## src/rtl/can_bt_pkg.sv

```systemverilog
package can_bt_pkg;
  // kind of timing correction decided on a quantum tick
  typedef enum logic [1:0] {
    SYNC_NONE = 2'd0,
    SYNC_HARD = 2'd1,
    SYNC_POS  = 2'd2,
    SYNC_NEG  = 2'd3
  } sync_kind_t;
endpackage

```

## src/rtl/can_bt_presc.sv

```systemverilog
module can_bt_presc #(
  parameter int DIV_W = 6
) (
  input  logic             clk,
  input  logic             rst,
  input  logic [DIV_W-1:0] div_i,
  output logic             tick_o
);
  logic [DIV_W-1:0] cnt;

  assign tick_o = (cnt >= div_i);

  always_ff @(posedge clk) begin
    if (rst)         cnt <= '0;
    else if (tick_o) cnt <= '0;
    else             cnt <= cnt + 1'b1;
  end


  tick_spacing_chk: assert property (@(posedge clk) disable iff (rst)
    (tick_o && div_i != '0) |=> (!tick_o || div_i == '0));
endmodule

```

## src/rtl/can_bt_rxsync.sv

```systemverilog
module can_bt_rxsync (
  input  logic clk,
  input  logic rst,
  input  logic tick_i,
  input  logic rx_i,
  output logic rx_s_o,
  output logic fall_o
);
  logic meta_q, sync_q, prev_q;

  always_ff @(posedge clk) begin
    if (rst) begin
      meta_q <= 1'b1;
      sync_q <= 1'b1;
      prev_q <= 1'b1;
    end else begin
      meta_q <= rx_i;
      sync_q <= meta_q;
      if (tick_i) prev_q <= sync_q;
    end
  end

  assign rx_s_o = sync_q;
  assign fall_o = tick_i & prev_q & ~sync_q;
endmodule

```

## src/rtl/can_bt_seq.sv

```systemverilog
module can_bt_seq
  import can_bt_pkg::*;
#(
  parameter int SEG_W = 4,
  parameter int SJW_W = 3
) (
  input  logic             clk,
  input  logic             rst,
  input  logic             tick_i,
  input  logic             fall_i,
  input  logic             rx_s_i,
  input  logic             idle_i,
  input  logic [SEG_W-1:0] prop_i,
  input  logic [SEG_W-1:0] ps1_i,
  input  logic [SEG_W-1:0] ps2_i,
  input  logic [SJW_W-1:0] sjw_i,
  output logic             tq_tick_o,
  output logic             bit_start_o,
  output logic             sample_o,
  output logic             rx_bit_o
);
  localparam int PW = SEG_W + 2;

  logic [PW-1:0] pos, t1_end, bit_end;
  logic          synced;
  logic [PW-1:0] t1_nom, end_nom, sjw_x, ext, err, shr_end;
  logic [PW-1:0] pos_n, t1_n, end_n;
  logic          bs, smp, syn_n, wrap;
  sync_kind_t    kind;

  assign t1_nom  = PW'(prop_i) + PW'(ps1_i);
  assign end_nom = t1_nom + PW'(ps2_i);
  assign sjw_x   = PW'(sjw_i);

  always_comb begin
    kind = SYNC_NONE;
    if (fall_i && !synced) begin
      if (idle_i)           kind = SYNC_HARD;
      else if (pos != '0)   kind = (pos > t1_end) ? SYNC_NEG : SYNC_POS;
    end
    ext     = (pos < sjw_x) ? pos : sjw_x;
    err     = bit_end + PW'(1) - pos;
    shr_end = bit_end - sjw_x;
    wrap    = (pos == bit_end);
    pos_n   = wrap ? '0 : pos + PW'(1);
    t1_n    = wrap ? t1_nom : t1_end;
    end_n   = wrap ? end_nom : bit_end;
    bs      = wrap;
    smp     = (pos == t1_end);
    syn_n   = synced & ~smp;
    case (kind)
      SYNC_HARD: begin
        pos_n = PW'(1);
        bs    = 1'b1;
        smp   = 1'b0;
        t1_n  = t1_nom;
        end_n = end_nom;
        syn_n = 1'b1;
      end
      SYNC_POS: begin
        t1_n  = t1_nom + ext;
        end_n = end_nom + ext;
        smp   = 1'b0;
        syn_n = 1'b1;
      end
      SYNC_NEG: begin
        syn_n = 1'b1;
        smp   = 1'b0;
        if (err <= sjw_x) begin
          pos_n = PW'(1);
          bs    = 1'b1;
          t1_n  = t1_nom;
          end_n = end_nom;
        end else if (pos >= shr_end) begin
          pos_n = '0;
          bs    = 1'b1;
          t1_n  = t1_nom;
          end_n = end_nom;
        end else begin
          end_n = shr_end;
        end
      end
      default: ;
    endcase
  end

  always_ff @(posedge clk) begin
    if (rst) begin
      pos         <= '0;
      t1_end      <= t1_nom;
      bit_end     <= end_nom;
      synced      <= 1'b0;
      tq_tick_o   <= 1'b0;
      bit_start_o <= 1'b0;
      sample_o    <= 1'b0;
      rx_bit_o    <= 1'b1;
    end else begin
      tq_tick_o   <= tick_i;
      bit_start_o <= tick_i & bs;
      sample_o    <= tick_i & smp;
      if (tick_i) begin
        pos     <= pos_n;
        t1_end  <= t1_n;
        bit_end <= end_n;
        synced  <= syn_n;
        if (smp) rx_bit_o <= rx_s_i;
      end
    end
  end


  strobe_excl_chk: assert property (@(posedge clk) disable iff (rst)
    !(sample_o && bit_start_o));

  strobe_tick_chk: assert property (@(posedge clk) disable iff (rst)
    (sample_o || bit_start_o) |-> tq_tick_o);

  pos_bound_chk: assert property (@(posedge clk) disable iff (rst)
    pos <= bit_end);

  ext_cap_chk: assert property (@(posedge clk) disable iff (rst)
    t1_end <= t1_nom + sjw_x);

  one_sync_chk: assert property (@(posedge clk) disable iff (rst)
    (tick_i && fall_i && synced && pos != bit_end) |=> (pos == $past(pos) + PW'(1)));
endmodule

```

## src/rtl/can_bt_sync.sv

```systemverilog
module can_bt_sync #(
  parameter int DIV_W = 6,
  parameter int SEG_W = 4,
  parameter int SJW_W = 3
) (
  input  logic             clk,
  input  logic             rst,
  input  logic [DIV_W-1:0] brp_i,
  input  logic [SEG_W-1:0] prop_i,
  input  logic [SEG_W-1:0] ps1_i,
  input  logic [SEG_W-1:0] ps2_i,
  input  logic [SJW_W-1:0] sjw_i,
  input  logic             rx_i,
  input  logic             idle_i,
  output logic             tq_tick_o,
  output logic             bit_start_o,
  output logic             sample_o,
  output logic             rx_bit_o
);
  logic tick, rx_s, fall;

  can_bt_presc #(.DIV_W(DIV_W)) presc_i (
    .clk(clk), .rst(rst), .div_i(brp_i), .tick_o(tick)
  );

  can_bt_rxsync rxsync_i (
    .clk(clk), .rst(rst), .tick_i(tick), .rx_i(rx_i),
    .rx_s_o(rx_s), .fall_o(fall)
  );

  can_bt_seq #(.SEG_W(SEG_W), .SJW_W(SJW_W)) seq_i (
    .clk(clk), .rst(rst), .tick_i(tick), .fall_i(fall), .rx_s_i(rx_s),
    .idle_i(idle_i), .prop_i(prop_i), .ps1_i(ps1_i), .ps2_i(ps2_i),
    .sjw_i(sjw_i), .tq_tick_o(tq_tick_o), .bit_start_o(bit_start_o),
    .sample_o(sample_o), .rx_bit_o(rx_bit_o)
  );
endmodule

```

## config.mk

```make
export PLATFORM = sky130hd
export DESIGN_NAME = can_bt_sync
export DESIGN_NICKNAME = d
export VERILOG_FILES = /design/src/rtl/can_bt_pkg.sv /design/src/rtl/can_bt_presc.sv /design/src/rtl/can_bt_rxsync.sv /design/src/rtl/can_bt_seq.sv /design/src/rtl/can_bt_sync.sv
export SDC_FILE = /design/constraint.sdc
export NUM_CORES = 1
export LEC_CHECK = 0
export CORE_MARGIN = 4
export CORE_UTILIZATION = 59
export CTS_CLUSTER_SIZE = 12
export DETAILED_ROUTE_END_ITERATION = 16
export PLACE_DENSITY = 0.85
export RECOVER_POWER = 100
export SLEW_MARGIN = 10
export SYNTH_ARGS = -nofsm -noshare
export SYNTH_HDL_FRONTEND = slang
export SYNTH_HIERARCHICAL = 1
export SYNTH_SLANG_ARGS = --single-unit
export TNS_END_PERCENT = 30
```

## constraint.sdc

```tcl
create_clock -name clk -period 5.55 [get_ports clk]
set_clock_uncertainty 0.2 [all_clocks]
set_input_delay 0.555 -clock clk [delete_from_list [all_inputs] [get_ports clk]]
set_output_delay 0.555 -clock clk [all_outputs]
set_load 0.01 [all_outputs]
```

==> impl_results.md, run 1 <==
- PwrDens: 244.0 nW/um^2
- Max Freq: 206.1 MHz
- Crit path kind: in2reg
- Min-delay worst type: reg2reg
- Slowest CP cell: dlygate4sd3_1
- Yosys cell types: 55
- Buffer count from post-CTS setup fixing: 0
- Via density: 5.981
- Most used cell along the critical path: inv_1
- YS warnings: 6
- Via count: 2799
- Register bit total from synthesis: 32
- Synthesis-to-layout area growth: 13.37%
- Top Ports: 29
- CP bufs+invs: 5
- DP Wirelength: 5860 um
- Largest net degree at the start of global routing: 24
- Status: complete, no violations
- CTS Buf Count: 5
- Crit Path Max Fanout: 10
- I/O Buffers: 28
- Initial antenna violation count: 0
- Final Hold Vio Count: 0
- Largest cells by area after synthesis: ha_1, dfxtp_1, edfxtp_1
- # Max-Cap Violations: 0
- Post-CTS Resized: 0
- Slowest cell delay on critical path: 0.53 ns
- Predominant post-synthesis flop cell: dfxtp_1
- Slew margin rel.: 20.05%
- Peak supply drop: 165.7 uV
- Root buf cell: clkbuf_8
- Commonest cells in the netlist: ha_1, inv_1, nor2_1
- NumNets Final: 489
- Final Max Slew Viols: 0
- Stages on worst setup path: 19
- Initial Utilization: 62.18%
- Critical Path Source Type: input port
- Post-CTS Hold Fix Bufs: 0
- Fin crit period: 4.853 ns
- Hold path depth: 1
- Num rows: 26
- TritonCTS clock tree: yes
- Antenna viol nets, final: 0
- Die area: 6772 sq um
- Antenna Cells: 0
- Gp weighted congestion: 0.9067
- Die outline width: 82.30 um
- Mean Syn Cell Area: 9.022 sq um
- Post-Synthesis Cells: 361
- RSZ-0062 raised after global routing: no
- Final Cycle Share: 87.44%
- Drt initial violations: 236
- Arr. time, crit path: 4.69 ns
- Share of the synthesized area in the top cell type: 23.43%
- R2r worst-path depth: 10
- Leakage: 1.729 nW
- Synthesized area: 3257 sq um
- CP Capture Type: register
- Final wirelength: 7336 um
- Die H: 82.30 um
- Worst-Margin Slew: 1.189 ns
- Count leader, synth: ha_1
- DRC violations left: 0
- Setup_tns: 0 ns
- Final design utilization: 70.50%
- Layout cell share with drive strength beyond 1: 4.774%
- CORE AREA: 5238 sq um
- Grt ovf: 0
- Finish-stage setup viols: 0
- DR WL/cell: 15.68 um
- CP Cell Sequence: dlygate4sd3_1, inv_1, ha_1, nand4_1, o221ai_1, and3b_2, inv_1, a311oi_1, nand2_1, a21oi_1, nor2_1, inv_1, ha_1, inv_1, a211oi_1, a21boi_0, o31ai_1, a21o_1, a221o_1
- Yosys top cell by area: ha_1
- GRT Total Usage: 23.10%
- Async set-reset flop share out of synthesis: 0%
- H-tree Lvls: 2
- Delay-heaviest family, CP: compound AO/OA/AOI/OAI gates
- Sequential share of the synthesized area: 23.36%
- DRT Pass-1 Iters: 5
- Number of global-route vias before repair: 2710
- Clock transition at path regs: 0.06 ns
- Sink Count: 32
- Critical Path RT: 5.38 ns
- Maximum clock path buffer count: 2
- # fillers: 407
- Number of flops mapped to enable cells by yosys: 12
- First-pass GRT wire length: 12030 um
- Clk_lat worst skew: 0.29 ns
## worst reg2reg max path, cell delays in order, from the launching register on
cell	delay, ns
dfxtp_1	0.54
inv_1	0.16
ha_1	0.40
fa_1	0.50
ha_1	0.30
o21ai_0	0.15
o21ai_0	0.21
o31ai_1	1.04
o21ai_0	0.58
and2_0	0.33
a22o_1	0.18
## kinds of logic (layout without fill, tap and decap cells)
family,count (synthesis),after routing,share of synthesized area [%]
fa+ha+maj,67,67,27.12
xor+xnor,26,26,7.684
compound gates,101,101,23.13
simple gates,86,86,12.95
other cells,1,4,0.1151
buf+inv,48,82,5.647
flops,32,32,23.36
## stage by stage
stage               instance area (sq um)  cells  power (mW)  setup slack, ns  hold WS (ns)
CTS                                  3736    468      0.9115           0.5742        0.2276
finish                               3692    468      0.9009           0.6968        0.2230
floorplan                            3268    364      0.5921           0.9877        0.1895
global route                         3692    468      0.9609           0.2904        0.2329
global placement                     3628    460      0.6728           0.5094        0.1977
detailed placement                   3628    460      0.6886           0.2966        0.2120
## final cells by class
type / instances / area, sq um / share of cell area [%]
clock buffers: 6 / 72.57 / 1.965
clock inverters: 2 / 35.03 / 0.9488
inverters: 45 / 168.9 / 4.575
multi-input cells: 284 / 2283 / 61.84
flip-flops and latches: 32 / 760.7 / 20.60
well taps: 70 / 87.58 / 2.372
repair buffers: 29 / 284.0 / 7.692
## layout by cell type (no fill, tap or decap), drive strengths merged, types with 7 or more instances in the layout
cell | synthesis | final
a21oi | 24 | 24
xor2 | 10 | 10
nor2 | 25 | 25
xnor2 | 16 | 16
clkbuf | 2 | 7
nor2b | 8 | 8
nand2 | 19 | 19
dfxtp | 20 | 20
inv | 45 | 45
clkdlybuf4s50 | 0 | 22
a21o | 15 | 15
o21ai | 21 | 21
edfxtp | 12 | 12
ha | 61 | 61
nand3 | 7 | 7
nor3 | 7 | 7
## report_power, final
| part | switching (mW) | internal (mW) | leakage, nW |
|---|---|---|---|
| Sequential | 0.0162 | 0.268 | 0.282 |
| Combinational | 0.216 | 0.181 | 1.39 |
| Clock | 0.0868 | 0.133 | 0.0552 |
## routing by layer
metal | global-route usage, % | share of wire, % | vias to the layer above | wire, um
li1 | - | - | 1351 | -
met1 | 28.15 | 42 | 1320 | 3085
met2 | 41.19 | 49 | 108 | 3587
met3 | 2.928 | 6.2 | 20 | 457
met4 | 8.638 | 2.8 | 0 | 206
met5 | 0 | 0 | - | 0
## path summary, 6_finish.rpt
| path | from | to | slack, ns |
|---|---|---|---|
| setup / recovery | brp_i[3] | seq_i/bit_end[3]$_DFFE_PP_ | 0.70 |
| hold / removal | rxsync_i/meta_q$_SDFF_PP1_ | rxsync_i/rx_s_o$_SDFF_PP1_ | 0.22 |
| setup reg to reg | seq_i/pos[2]$_SDFFE_PP0P_ | seq_i/pos[1]$_SDFFE_PP0P_ | 0.85 |
| hold reg to reg | rxsync_i/meta_q$_SDFF_PP1_ | rxsync_i/rx_s_o$_SDFF_PP1_ | 0.22 |
## flip-flops by register name, indices dropped and copies added, names as in the netlist, 6 cells and up
name           flops
seq_i/t1_end       6
seq_i/bit_end      6
seq_i/pos          6
presc_i/cnt        6
No activity file was read; power rests on OpenSTA's default activity.
==> run 2: changes to the inputs <==
--- a/config.mk
+++ b/config.mk
@@ -5,11 +5,12 @@
 export SDC_FILE = /design/constraint.sdc
 export NUM_CORES = 1
 export LEC_CHECK = 0
+export CORE_ASPECT_RATIO = 0.7
 export CORE_MARGIN = 4
-export CORE_UTILIZATION = 59
+export CORE_UTILIZATION = 55
 export CTS_CLUSTER_SIZE = 12
 export DETAILED_ROUTE_END_ITERATION = 16
-export PLACE_DENSITY = 0.85
+export PLACE_DENSITY = 0.81
 export RECOVER_POWER = 100
 export SLEW_MARGIN = 10
 export SYNTH_ARGS = -nofsm -noshare
==> impl_results.md, run 2 (synthesis results as in run 1) <==
- Root buf cell: clkbuf_8 (unchanged)
- Number of global-route vias before repair: 2694 (was 2710)
- Non-filler cells, final: 473 (was 468)
- Arr. time, crit path: 4.84 ns (was 4.69 ns)
- Leakage: 1.726 nW (was 1.729 nW)
- # Max-Cap Violations: 0 (unchanged)
- Min-delay worst type: reg2reg (unchanged)
- HP Start: rxsync_i/meta_q$_SDFF_PP1_ (unchanged)
- Die outline width: 99.98 um (was 82.30 um)
- R2r worst-path depth: 10 (unchanged)
- Via count: 2731 (was 2799)
- Via density: 5.774 (was 5.981)
- Critical Path RT: 5.38 ns (about the same)
- Final Max Slew Viols: 0 (unchanged)
- Storage element area: 760.7 sq um (unchanged)
- Dpl cells: 465 (was 460)
- Placed Area: 3635 sq um (was 3628 sq um)
- Final wirelength: 7680 um (was 7336 um)
- NumNets Final: 489 (unchanged)
- Commonest cells after routing, fill and taps aside: ha_1, inv_1, nor2_1, clkdlybuf4s50_1, o21ai_0 (was ha_1, inv_1, nor2_1, clkdlybuf4s50_1)
- DRC violations left: 0 (unchanged)
- GRT Total Usage: 21.87% (was 23.10%)
- Antenna viol nets, final: 0 (unchanged)
- Setup_tns: 0 ns (unchanged)
- First-pass GRT wire length: 12520 um (was 12030 um)
- Hold Path End: rxsync_i/rx_s_o$_SDFF_PP1_ (unchanged)
- Largest net degree at the start of global routing: 24 (unchanged)
- Final Cycle Share: 90.17% (was 87.44%)
- Final Hold Vio Count: 0 (unchanged)
- DRT Pass-1 Iters: 5 (unchanged)
- Post-CTS Hold Fix Bufs: 0 (unchanged)
- DR WL/cell: 16.24 um (was 15.68 um)
- Finish-stage setup viols: 0 (unchanged)
- DP Wirelength: 6300 um (was 5860 um)
- Worst-Margin Slew: 1.218 ns (was 1.189 ns)
- Clock transition at path regs: 0.06 ns (about the same)
- Area of the multi-input gates: 2287 sq um (was 2283 sq um)
- Initial Utilization: 56.87% (was 62.18%)
- Hold path depth: 1 (unchanged)
- Drt initial violations: 149 (was 236)
- H-tree Lvls: 2 (unchanged)
- I/O Buffers: 28 (unchanged)
- CTS Buf Count: 5 (unchanged)
- Critical Path Source Type: input port (unchanged)
- Maximum clock path buffer count: 2 (unchanged)
- Max Freq: 199.8 MHz (was 206.1 MHz)
- Gp weighted congestion: 0.9057 (was 0.9067)
- Buffer count from post-CTS setup fixing: 0 (unchanged)
- Synthesis-to-layout area growth: 13.45% (was 13.37%)
- Antenna Cells: 0 (unchanged)
- Crit path kind: in2reg (unchanged)
- Slew margin rel.: 18.11% (was 20.05%)
- RSZ-0062 raised after global routing: no (unchanged)
- Fin crit period: 5.005 ns (was 4.853 ns)
- Setup slack after layout: 0.5455 ns (was 0.6968 ns)
- Sink Count: 32 (unchanged)
- Post-CTS Resized: 0 (unchanged)
- TritonCTS clock tree: yes (unchanged)
- Die H: 72.38 um (was 82.30 um)
- CP Capture Type: register (unchanged)
- Peak supply drop: 117.9 uV (was 165.7 uV)
- Clk_lat worst skew: 0.28 ns (was 0.29 ns)
- Status: complete, no violations (unchanged)
- CORE AREA: 5727 sq um (was 5238 sq um)
- Post-placement setup slack: 0.2669 ns (was 0.2966 ns)
- Cell area after layout: 3695 sq um (was 3692 sq um)
- Commonest non-fill, non-tap cell in the layout: ha_1 (unchanged)
- Grt ovf: 0 (unchanged)
- Crit Path Max Fanout: 10 (unchanged)
- Die area: 7236 sq um (was 6772 sq um)
- Num rows: 23 (was 26)
- Layout cell share with drive strength beyond 1: 5.025% (was 4.774%)
- PwrDens: 238.2 nW/um^2 (was 244.0 nW/um^2)
- RR Startpoint: seq_i/pos[2]$_SDFFE_PP0P_ (unchanged)
- Initial antenna violation count: 0 (unchanged)
- R2r endpoint: seq_i/pos[1]$_SDFFE_PP0P_ (unchanged)
- R2r setup slk: 0.67 ns (was 0.85 ns)
- Top Ports: 29 (unchanged)
- # fillers: 486 (was 407)
==> run 2: cell count changes in the layout (fill, tap and decap cells not counted), sizes merged <==
cell | before | now
clkbuf | 7 | 9
bufinv | 1 | 0
clkinv | 1 | 0
==> run 2: layer usage <==
| metal | share of wire, % | track usage (%) | vias to the layer above | wire length, um |
|---|---|---|---|---|
| met5 | 0 | 0 | - | 0 |
| met4 | 1.5 | 5.830 | 0 | 112 |
| met3 | 7.1 | 5.187 | 14 | 549 |
| met2 | 45 | 35.03 | 112 | 3484 |
| met1 | 46 | 29.83 | 1252 | 3532 |
| li1 | - | - | 1353 | - |
==> run 2: final cells by class <==
cell class / instances / share of cell area (%)
multi-input cells: 284 / 61.90
repair buffers: 29 / 7.687
flip-flops and latches: 32 / 20.59
well taps: 75 / 2.540
clock buffers: 8 / 2.709
inverters: 45 / 4.572
==> run 2: critical path, cell delays in order <==
cell           delay, ns
dlygate4sd3_1       0.52
inv_1               0.04
ha_1                0.35
nand4_1             0.13
o221ai_1            0.24
and3b_2             0.21
inv_1               0.05
a311oi_1            0.32
nand2_1             0.09
a21oi_1             0.17
nor2_1              0.16
inv_1               0.16
ha_1                0.24
inv_1               0.08
a211oi_1            0.21
a21boi_0            0.30
o31ai_1             0.32
a21o_1              0.32
a221o_1             0.36
==> run 2: worst max path at each step <==
stage | start | end | slack (ns) | depth (start not counted)
floorplan | brp_i[5] | seq_i/bit_end[3]$_DFFE_PP_ | 0.99 | 18
global placement | brp_i[5] | seq_i/bit_end[3]$_DFFE_PP_ | 0.54 | 19
detailed placement | brp_i[5] | seq_i/bit_end[3]$_DFFE_PP_ | 0.27 | 19
CTS | brp_i[5] | seq_i/bit_end[3]$_DFFE_PP_ | 0.57 | 19
global route | brp_i[5] | seq_i/bit_end[3]$_DFFE_PP_ | 0.25 | 19
finish | brp_i[5] | seq_i/bit_end[3]$_DFFE_PP_ | 0.55 | 19
==> run 2: stage by stage <==
step | utilization, % | total power, mW | hold WS, ns
3_5_place_dp | 63.47 | 0.6921 | 0.2133
3_3_place_gp | 63.47 | 0.6697 | 0.2109
4_1_cts | 65.22 | 0.8899 | 0.2364
5_1_grt | 64.52 | 0.9364 | 0.2549
6_report | 64.52 | 0.8801 | 0.2338
2_1_floorplan | - | 0.5921 | 0.1895
==> run 2: power breakdown <==
part	switching, mW	leakage, nW	internal, mW
registers	0.0167	0.282	0.268
clock network	0.0825	0.0515	0.113
logic	0.217	1.39	0.183
total	0.317	1.73	0.564
